**config.mk**
```make
export PLATFORM = sky130hd
export DESIGN_NAME = mfc_frame_lock
export DESIGN_NICKNAME = d
export VERILOG_FILES = /design/src/rtl/mfc_pkg.sv /design/src/rtl/mfc_frame_lock.sv
export SDC_FILE = /design/constraint.sdc
export NUM_CORES = 1
export LEC_CHECK = 0
export BUFFER_PORTS_ARGS = -buffer_cell sky130_fd_sc_hd__buf_2
export CAP_MARGIN = 20
export CORE_ASPECT_RATIO = 1.5
export CORE_MARGIN = 2
export CORE_UTILIZATION = 52
export DETAILED_ROUTE_END_ITERATION = 8
export PLACE_DENSITY = 0.81
export SKIP_CTS_REPAIR_TIMING = 1
export SLEW_MARGIN = 10
export SYNTH_ARGS = -nofsm -noshare
export SYNTH_HDL_FRONTEND = slang
export SYNTH_SLANG_ARGS = --single-unit
```
**constraint.sdc**
```tcl
create_clock -name clk -period 2.6 [get_ports clk]
set_input_delay 0.52 -clock clk [delete_from_list [all_inputs] [get_ports clk]]
set_output_delay 0.52 -clock clk [all_outputs]
set_load 0.005 [all_outputs]
```
**src/rtl/mfc_pkg.sv**
```systemverilog
package mfc_pkg;
  localparam int DW = 64;
  localparam logic [5:0]  TY_SYNC   = 6'h1E;
  localparam logic [5:0]  TY_STATE  = 6'h0A;
  localparam logic [5:0]  TY_SKIP   = 6'h07;
  localparam logic [5:0]  TY_DIAG   = 6'h19;
  localparam logic [63:0] SYNC_WORD = 64'h78F6_78F6_78F6_78F6;
  localparam logic [31:0] CRC_POLY  = 32'h1EDC6F41;
  localparam logic [31:0] CRC_SEED  = 32'hFFFF_FFFF;

  typedef enum logic [1:0] {FS_HUNT, FS_CONFIRM, FS_LOCKED} fstate_t;

  typedef struct packed {
    logic sync;
    logic st;
    logic skip;
    logic diag;
    logic framing;
  } wkind_t;

  // One 64-bit word through the CRC, MSB first.
  function automatic logic [31:0] crc_step(input logic [31:0] c_in, input logic [DW-1:0] d);
    logic [31:0] c;
    logic fb;
    c = c_in;
    for (int i = DW-1; i >= 0; i--) begin
      fb = c[31] ^ d[i];
      c  = {c[30:0], 1'b0};
      if (fb) c = c ^ CRC_POLY;
    end
    return c;
  endfunction

  function automatic wkind_t classify(input logic ctl, input logic [DW-1:0] d);
    wkind_t k;
    k.sync    = ctl && (d == SYNC_WORD);
    k.st      = ctl && (d[63:58] == TY_STATE);
    k.skip    = ctl && (d[63:58] == TY_SKIP);
    k.diag    = ctl && (d[63:58] == TY_DIAG);
    k.framing = ctl && ((d[63:58] == TY_SYNC) || (d[63:58] == TY_STATE) ||
                        (d[63:58] == TY_SKIP) || (d[63:58] == TY_DIAG));
    return k;
  endfunction
endpackage

```
**src/rtl/mfc_frame_lock.sv**
```systemverilog
module mfc_frame_lock
  import mfc_pkg::*;
#(
  parameter int LW     = 13,
  parameter int LOCK_N = 4,
  parameter int LOSS_N = 4
) (
  input  logic          clk,
  input  logic          rst,
  input  logic          blk_lock,
  input  logic [LW-1:0] cfg_mflen,
  input  logic          in_valid,
  input  logic          is_sync,
  output logic          locked,
  output logic          lock_nxt,
  output logic          head,
  output logic          at_state,
  output logic          at_last,
  output logic          sync_err
);
  localparam int MAXN = (LOCK_N > LOSS_N) ? LOCK_N : LOSS_N;
  localparam int CW   = $clog2(MAXN) + 1;

  fstate_t       st_q, st_d;
  logic [LW-1:0] pos_q, pos_d, pos_inc;
  logic [CW-1:0] cnt_q, cnt_d;
  logic          serr_d;
  logic          at_head;

  assign at_head  = (pos_q == '0);
  assign pos_inc  = (pos_q == cfg_mflen - 1'b1) ? '0 : pos_q + 1'b1;
  assign locked   = (st_q == FS_LOCKED);
  assign lock_nxt = (st_d == FS_LOCKED);
  assign head     = (st_q == FS_HUNT) ? 1'b1 : at_head;
  assign at_state = locked && (pos_q == LW'(1));
  assign at_last  = locked && (pos_q == cfg_mflen - 1'b1);

  always_comb begin
    st_d   = st_q;
    pos_d  = pos_q;
    cnt_d  = cnt_q;
    serr_d = 1'b0;
    if (!blk_lock) begin
      st_d  = FS_HUNT;
      cnt_d = '0;
    end else if (in_valid) begin
      case (st_q)
        FS_HUNT: begin
          if (is_sync) begin
            st_d  = FS_CONFIRM;
            pos_d = LW'(1);
            cnt_d = CW'(1);
          end
        end
        FS_CONFIRM: begin
          pos_d = pos_inc;
          if (at_head) begin
            if (is_sync) begin
              if (cnt_q == CW'(LOCK_N - 1)) begin
                st_d  = FS_LOCKED;
                cnt_d = '0;
              end else begin
                cnt_d = cnt_q + 1'b1;
              end
            end else begin
              st_d  = FS_HUNT;
              cnt_d = '0;
            end
          end
        end
        FS_LOCKED: begin
          pos_d = pos_inc;
          if (at_head) begin
            if (is_sync) begin
              cnt_d = '0;
            end else begin
              serr_d = 1'b1;
              if (cnt_q == CW'(LOSS_N - 1)) begin
                st_d  = FS_HUNT;
                cnt_d = '0;
              end else begin
                cnt_d = cnt_q + 1'b1;
              end
            end
          end
        end
        default: st_d = FS_HUNT;
      endcase
    end
  end

  always_ff @(posedge clk) begin
    if (rst) begin
      st_q     <= FS_HUNT;
      pos_q    <= '0;
      cnt_q    <= '0;
      sync_err <= 1'b0;
    end else begin
      st_q     <= st_d;
      pos_q    <= pos_d;
      cnt_q    <= cnt_d;
      sync_err <= serr_d;
    end
  end


  lock_rise_chk: assert property (@(posedge clk) disable iff (rst)
    $rose(locked) |-> $past(in_valid && is_sync && blk_lock));

  lock_fall_chk: assert property (@(posedge clk) disable iff (rst)
    $fell(locked) |-> $past(!blk_lock || (in_valid && !is_sync)));

  blk_drop_chk: assert property (@(posedge clk) disable iff (rst)
    !blk_lock |=> !locked);
endmodule

```
Word level (Yosys, flattened, before mapping)

Index checks and enable logic that the tools add are counted.

$add $sub $neg: 3
Multipliers: 0
Div/mod/pow operators: 0
$lt $le $gt $ge: 0
Equality and inequality tests: 9
Shift operators: 0
Multiplexer cells: 22
Bitwise gates (word level): 4
Reductions and logical operators: 11

Operator list:

| operator                                             | number |
|---|---|
| two-way mux 13 bit                                   | 2 |
| case mux 13 bit (2 select lines)                     | 1 |
| two-way mux 2 bit                                    | 9 |
| two-way mux 3 bit                                    | 6 |
| adder 13 x 1 -> 13 bit, second input constant        | 1 |
| equality test 13 x 1 -> 1 bit, second input constant | 1 |
| equality test 13 bit                                 | 1 |
| zero test 13 bit                                     | 1 |
| subtractor 13 x 1 -> 13 bit, second input constant   | 1 |
| case mux 3 bit (3 select lines)                      | 1 |
| case mux 2 bit (3 select lines)                      | 1 |
| AND reduction 5 bit                                  | 1 |
| OR reduction 5 bit                                   | 1 |
| equality test 2 bit, second input constant           | 2 |
| != test 2 bit, second input constant                 | 2 |
| NOT 1 bit                                            | 4 |
| AND reduction 4 bit                                  | 1 |
| OR reduction 2 bit                                   | 2 |
| adder 3 x 1 -> 3 bit, second input constant          | 1 |
| equality test 3 x 2 -> 1 bit, second input constant  | 1 |
| nonzero test 3 bit                                   | 1 |
| equality test 2 x 1 -> 1 bit, second input constant  | 1 |
| logical AND 1 bit                                    | 2 |
| zero test 2 bit                                      | 1 |
| other kinds (3)                                      | 4 |

Register bits after elaboration: 19
Bits in latches: 0
Bits in writable memories: 0
ROM bits: 0
Input bits: 18
Output and inout bits: 6
Word-level logic and storage cells: 53
Memories kept: 0

Logic depth before layout (Yosys ltp)

Depth after elaboration: 8
Mapped depth: 10
Gate-level depth less buffers: 9

Worst setup path before layout

OpenSTA, ideal clock, no wires.

Path kind: input port to output port
Start: input cfg_mflen[0]
End: output at_last
Arrival: 2046 ps
Data required time: 2080 ps
Setup slack: 34 ps
Stages: 8
Buffers on the path: 0
Cells stage by stage: inv_1 > ha_1 > nor3b_4 > nor2_1 > or3_4 > a2111oi_4 > o2111ai_1 > nor2_1

Longest elaborated chain between the ends: 3

Ends and longest elaborated chain:

| element                     | RTL line             | RTL |
|---|---|---|
| start: declaration          | mfc_frame_lock.sv:11 | `input logic [LW-1:0] cfg_mflen,` |
| subtractor 13 x 1 -> 13 bit | mfc_frame_lock.sv:36 | `assign at_last = locked && (pos_q == cfg_mflen - 1'b1);` |
| equality test 13 bit        | mfc_frame_lock.sv:36 |  |
| logical AND 1 bit           | mfc_frame_lock.sv:36 |  |
| end: declaration            | mfc_frame_lock.sv:18 | `output logic at_last,` |

No other way between the ends.

Worst setup path after layout

Start: register pos_q[6]
End: output lock_nxt

Longest elaborated chain between the ends: 6
Elaborated cells on any way between the ends: 7
Those cells by class: 1 x eq/ne; 5 x mux; 1 x reduce/logical

Ends and longest elaborated chain:

| element                                     | RTL line                                   | RTL |
|---|---|---|
| start: declaration                          | mfc_frame_lock.sv:25                       | `logic [LW-1:0] pos_q, pos_d, pos_inc;` |
| start signal: assignment                    | mfc_frame_lock.sv:100                      | `pos_q <= pos_d;` |
| zero test 13 bit *                          | mfc_frame_lock.sv:30                       | `assign at_head = (pos_q == '0);` |
| two-way mux 2 bit, on equally long branches | mfc_frame_lock.sv:73, mfc_frame_lock.sv:57 |  |
| case mux 2 bit (3 select lines) *           | mfc_frame_lock.sv:47                       | `case (st_q)` |
| two-way mux 2 bit *                         | mfc_frame_lock.sv:46                       | `end else if (in_valid) begin` |
| two-way mux 2 bit *                         | mfc_frame_lock.sv:43                       | `if (!blk_lock) begin` |
| equality test 2 bit *                       | mfc_frame_lock.sv:33                       | `assign lock_nxt = (st_d == FS_LOCKED);` |
| end: declaration                            | mfc_frame_lock.sv:15                       | `output logic lock_nxt,` |

Every way passes the cells marked *; elsewhere a longest branch is shown, timed or not.

==> run_results.csv <==
group,metric,value,unit
status,status,"complete, but fails checks",
status,failed_checks,"setup timing",
sta,clock_skew,4.80,ps
grt,grt_max_degree,24,
detailed_routing,totalWireLength,4.52,mm
synth,synthesis.yosys.warnings,0,
pwr,combPwrFrac,20.7,%
synth,syn_area,1680,sq um
grt,grt.total_usage,23.6,%
synth,synth-compound-area-share,17.4,%
detailed_routing,wl_per_cell,15.4,microns
die,dieArea,3720,sq um
clock_network,cts_tree,"yes",
placed_design,dpl_cell_area,1980,sq um
synth,synth_cells,213,
synth,synth-simple-area-share,34.3,%
pwr,p_per_area,298,nW/um^2
synth,synth-edff-count,0,
die,core,3130,sq um
sta,setup_slack,-192,ps
sta,grt_setup_unrepaired,"yes",
synth,postSynth.asyncResetShare,0,%
sta,fin_crit_sh,107,%
detailed_routing,avgViaCountPerCell,5.96,
clock_network,clock_path_buffers,2,
clock_network,clk_pin_slew,80,ps
grt,grt_pass1_wl,6.78,mm
sta,slew_headroom,67.8,%
sta,drv_slew,0,
grt,antenna_found_initial,0,
critical_path,r2r-start,"pos_q[3]$_SDFFE_PP0P_",
die,rows,25,
pwr,p_int,0.463,mW
sta,fin_crit,2790,ps
placed_design,place_congestion,0.860,
grt,overflow,0,
finish,post-route-cell-area,2150,sq um
detailed_routing,drtIter0Drc,65,
synth,synth_adder_area_share,6.69,%
sta,hold_slack,482,ps
die,start_util,53.8,%
critical_path,slowest_stage,"or4_4",
sta,finalSetupViolCount,2,
placed_design,hpwl,3.21,mm
placed_design,portBuffers,23,
critical_path,r2r_slack,260,ps
pwr,clkPwrFrac,33.3,%
pwr,peakVddDrop,285,uV
detailed_routing,vias,1746,
pwr,p_switching,0.178,mW
synth,synthFlopType,"dfxtp_1",
die,die_h,73.7,microns
critical_path,path_buf_inv,1,
detailed_routing,drc,0,
synth,ys_seq_area_share,22.6,%
clock_network,cts-htree-levels,1,
synth,synth.avg_cell_area,7.90,sq um
min_path,hp-start,"cnt_q[1]$_SDFFE_PP0P_",
critical_path,crit_start,"pos_q[6]$_SDFFE_PP0P_",
detailed_routing,drtPass1Iterations,4,
pwr,p_seq_share,46.0,%
finish,stdcell_count,293,
synth,ys_ff_latch,19,
clock_network,cts_root_buffer,"clkbuf_8",
finish,drive_gt1_share,28.9,%
detailed_routing,antenna_left,0,
critical_path,crit_chain,"or4_4 -> nor2_4 -> and3_4 -> nand4_1 -> a221oi_2 -> o21ai_1 -> a21boi_1 -> buf_2",
critical_path,cp_max_fo,4,
critical_path,slowest_delay,540,ps
finish,area_growth,27.7,%
flow_run,maxCapViolCount,0,
synth,synth_mux_area_share,2.97,%
sta,fin_setup_tns,-377,ps
sta,fmax,358,MHz
clock_network,cts.sinks,19,
clock_network,clock_latency,260,ps
sta,hold_viol_final,0,
synth,synth_xor_area_share,9.89,%
synth,synthesis.nets,240,
finish,utilization,68.7,%
finish,diodes,0,
die,die_x,50.5,microns
critical_path,startpoint_type,"flip-flop",
pwr,switching_share,27.8,%
critical_path,critPathTopFamily,"simple AND/OR/NAND/NOR gates",
pwr,p_leak,0.906,nW
critical_path,crit_arrival,2270,ps
min_path,min_path_type,"reg -> reg",
sta,tightest_slew,481,ps
finish,final_nets,281,
critical_path,worstSetupPathType,"reg -> out",
placed_design,place_inst,288,
synth,synth_top_family_by_area,"simple AND/OR/NAND/NOR gates",
grt,grt_pass1_vias,1516,
critical_path,cp.required,2080,ps
clock_network,cts_buffers,3,
die,io_pins,24,
finish,final_cell_mix,"nor2_1, buf_2, buf_4, nand3_1, dfxtp_1",
synth,synth_cell_types,52,
critical_path,critPathCaptureType,"primary output",
-- metal layers --
| layer | vias up | wire length [microns] | GRT usage, % |
|---|---|---|---|
| li1 | 863 | - | - |
| met1 | 822 | 1840 | 29.8 |
| met2 | 53 | 2400 | 40.6 |
| met3 | 8 | 190 | 3.05 |
| met4 | 0 | 85 | 9.01 |
| met5 | - | 0 | 0 |
-- worst reg2reg max path: cells and delay by family (launching register included) --
kind | cells | cell delay (ps)
compound gates | 3 | 630
flops | 1 | 460
simple gates | 1 | 400
buf+inv | 2 | 360
xor+xnor | 2 | 280
mux | 1 | 100
-- Yosys cell counts (2+ instances only) --
| cell | count | share of area (%) |
|---|---|---|
| nand4_1 | 4 | 1.5 |
| xor2_1 | 7 | 3.6 |
| nand4b_1 | 7 | 3.6 |
| nor4_1 | 2 | 0.74 |
| dfxtp_1 | 19 | 23 |
| a32o_1 | 2 | 1.2 |
| mux2i_1 | 5 | 3.0 |
| a21o_1 | 3 | 1.3 |
| nor3_1 | 4 | 1.2 |
| clkbuf_1 | 7 | 1.6 |
| a22o_1 | 2 | 1.0 |
| a311oi_1 | 3 | 1.6 |
| a21oi_1 | 6 | 1.8 |
| a31oi_1 | 6 | 2.2 |
| or4_1 | 2 | 0.89 |
| nand2b_1 | 2 | 0.74 |
| nor2_1 | 22 | 4.9 |
| nor2b_1 | 2 | 0.74 |
| buf_6 | 2 | 1.3 |
| nand3_1 | 20 | 5.9 |
| and4_1 | 2 | 1.0 |
| ha_1 | 9 | 6.7 |
| and3_1 | 9 | 3.3 |
| xnor2_1 | 12 | 6.2 |
| o21ai_1 | 2 | 0.59 |
| nand3b_1 | 2 | 0.89 |
| inv_1 | 12 | 2.7 |
| nand2_1 | 14 | 3.1 |
-- registers in the layout, summed over array words and instances (netlist names) --
| register | count |
|---|---|
| sync_err | 1 |
| cnt_q | 3 |
| st_q | 2 |
| pos_q | 13 |
-- path summary, 6_finish.rpt --
path | to | depth (start not counted)
max | lock_nxt | 8
min | cnt_q[1]$_SDFFE_PP0P_ | 2
max reg2reg | pos_q[9]$_SDFFE_PP0P_ | 9
min reg2reg | cnt_q[1]$_SDFFE_PP0P_ | 2
-- area by class of cell --
type                    instances  area [sq um]
well taps                      40          50.0
fillers                       254           980
repair buffers                 47           332
flip-flops and latches         19           383
multi-input cells             171          1290
inverters                      12          50.0
clock buffers                   4          45.0
-- power by group through the flow --
stage	Sequential (mW)	Combinational, mW	Clock, mW
after CTS	0.295	0.115	0.214
final	0.295	0.133	0.213
after global routing	0.295	0.143	0.229
after detailed placement	0.301	0.114	0
after global placement	0.301	0.110	0
after floorplan	0.302	0.0647	0
-- metrics by stage --
step                      total power, mW  worst slack, ps
final                               0.641             -192
after global placement              0.412             -156
after floorplan                     0.367             34.4
after global routing                0.667             -300
after CTS                           0.623             -228
after detailed placement            0.415             -220
-- cells by family (layout without fill, tap and decap cells) --
kind of cell	count (synthesis)	count (layout)
xor+xnor	19	19
flops	19	19
fa+ha+maj	9	9
compound gates	37	37
simple gates	101	101
buf+inv	23	63
mux	5	5
(Power assumes the default switching activity.)
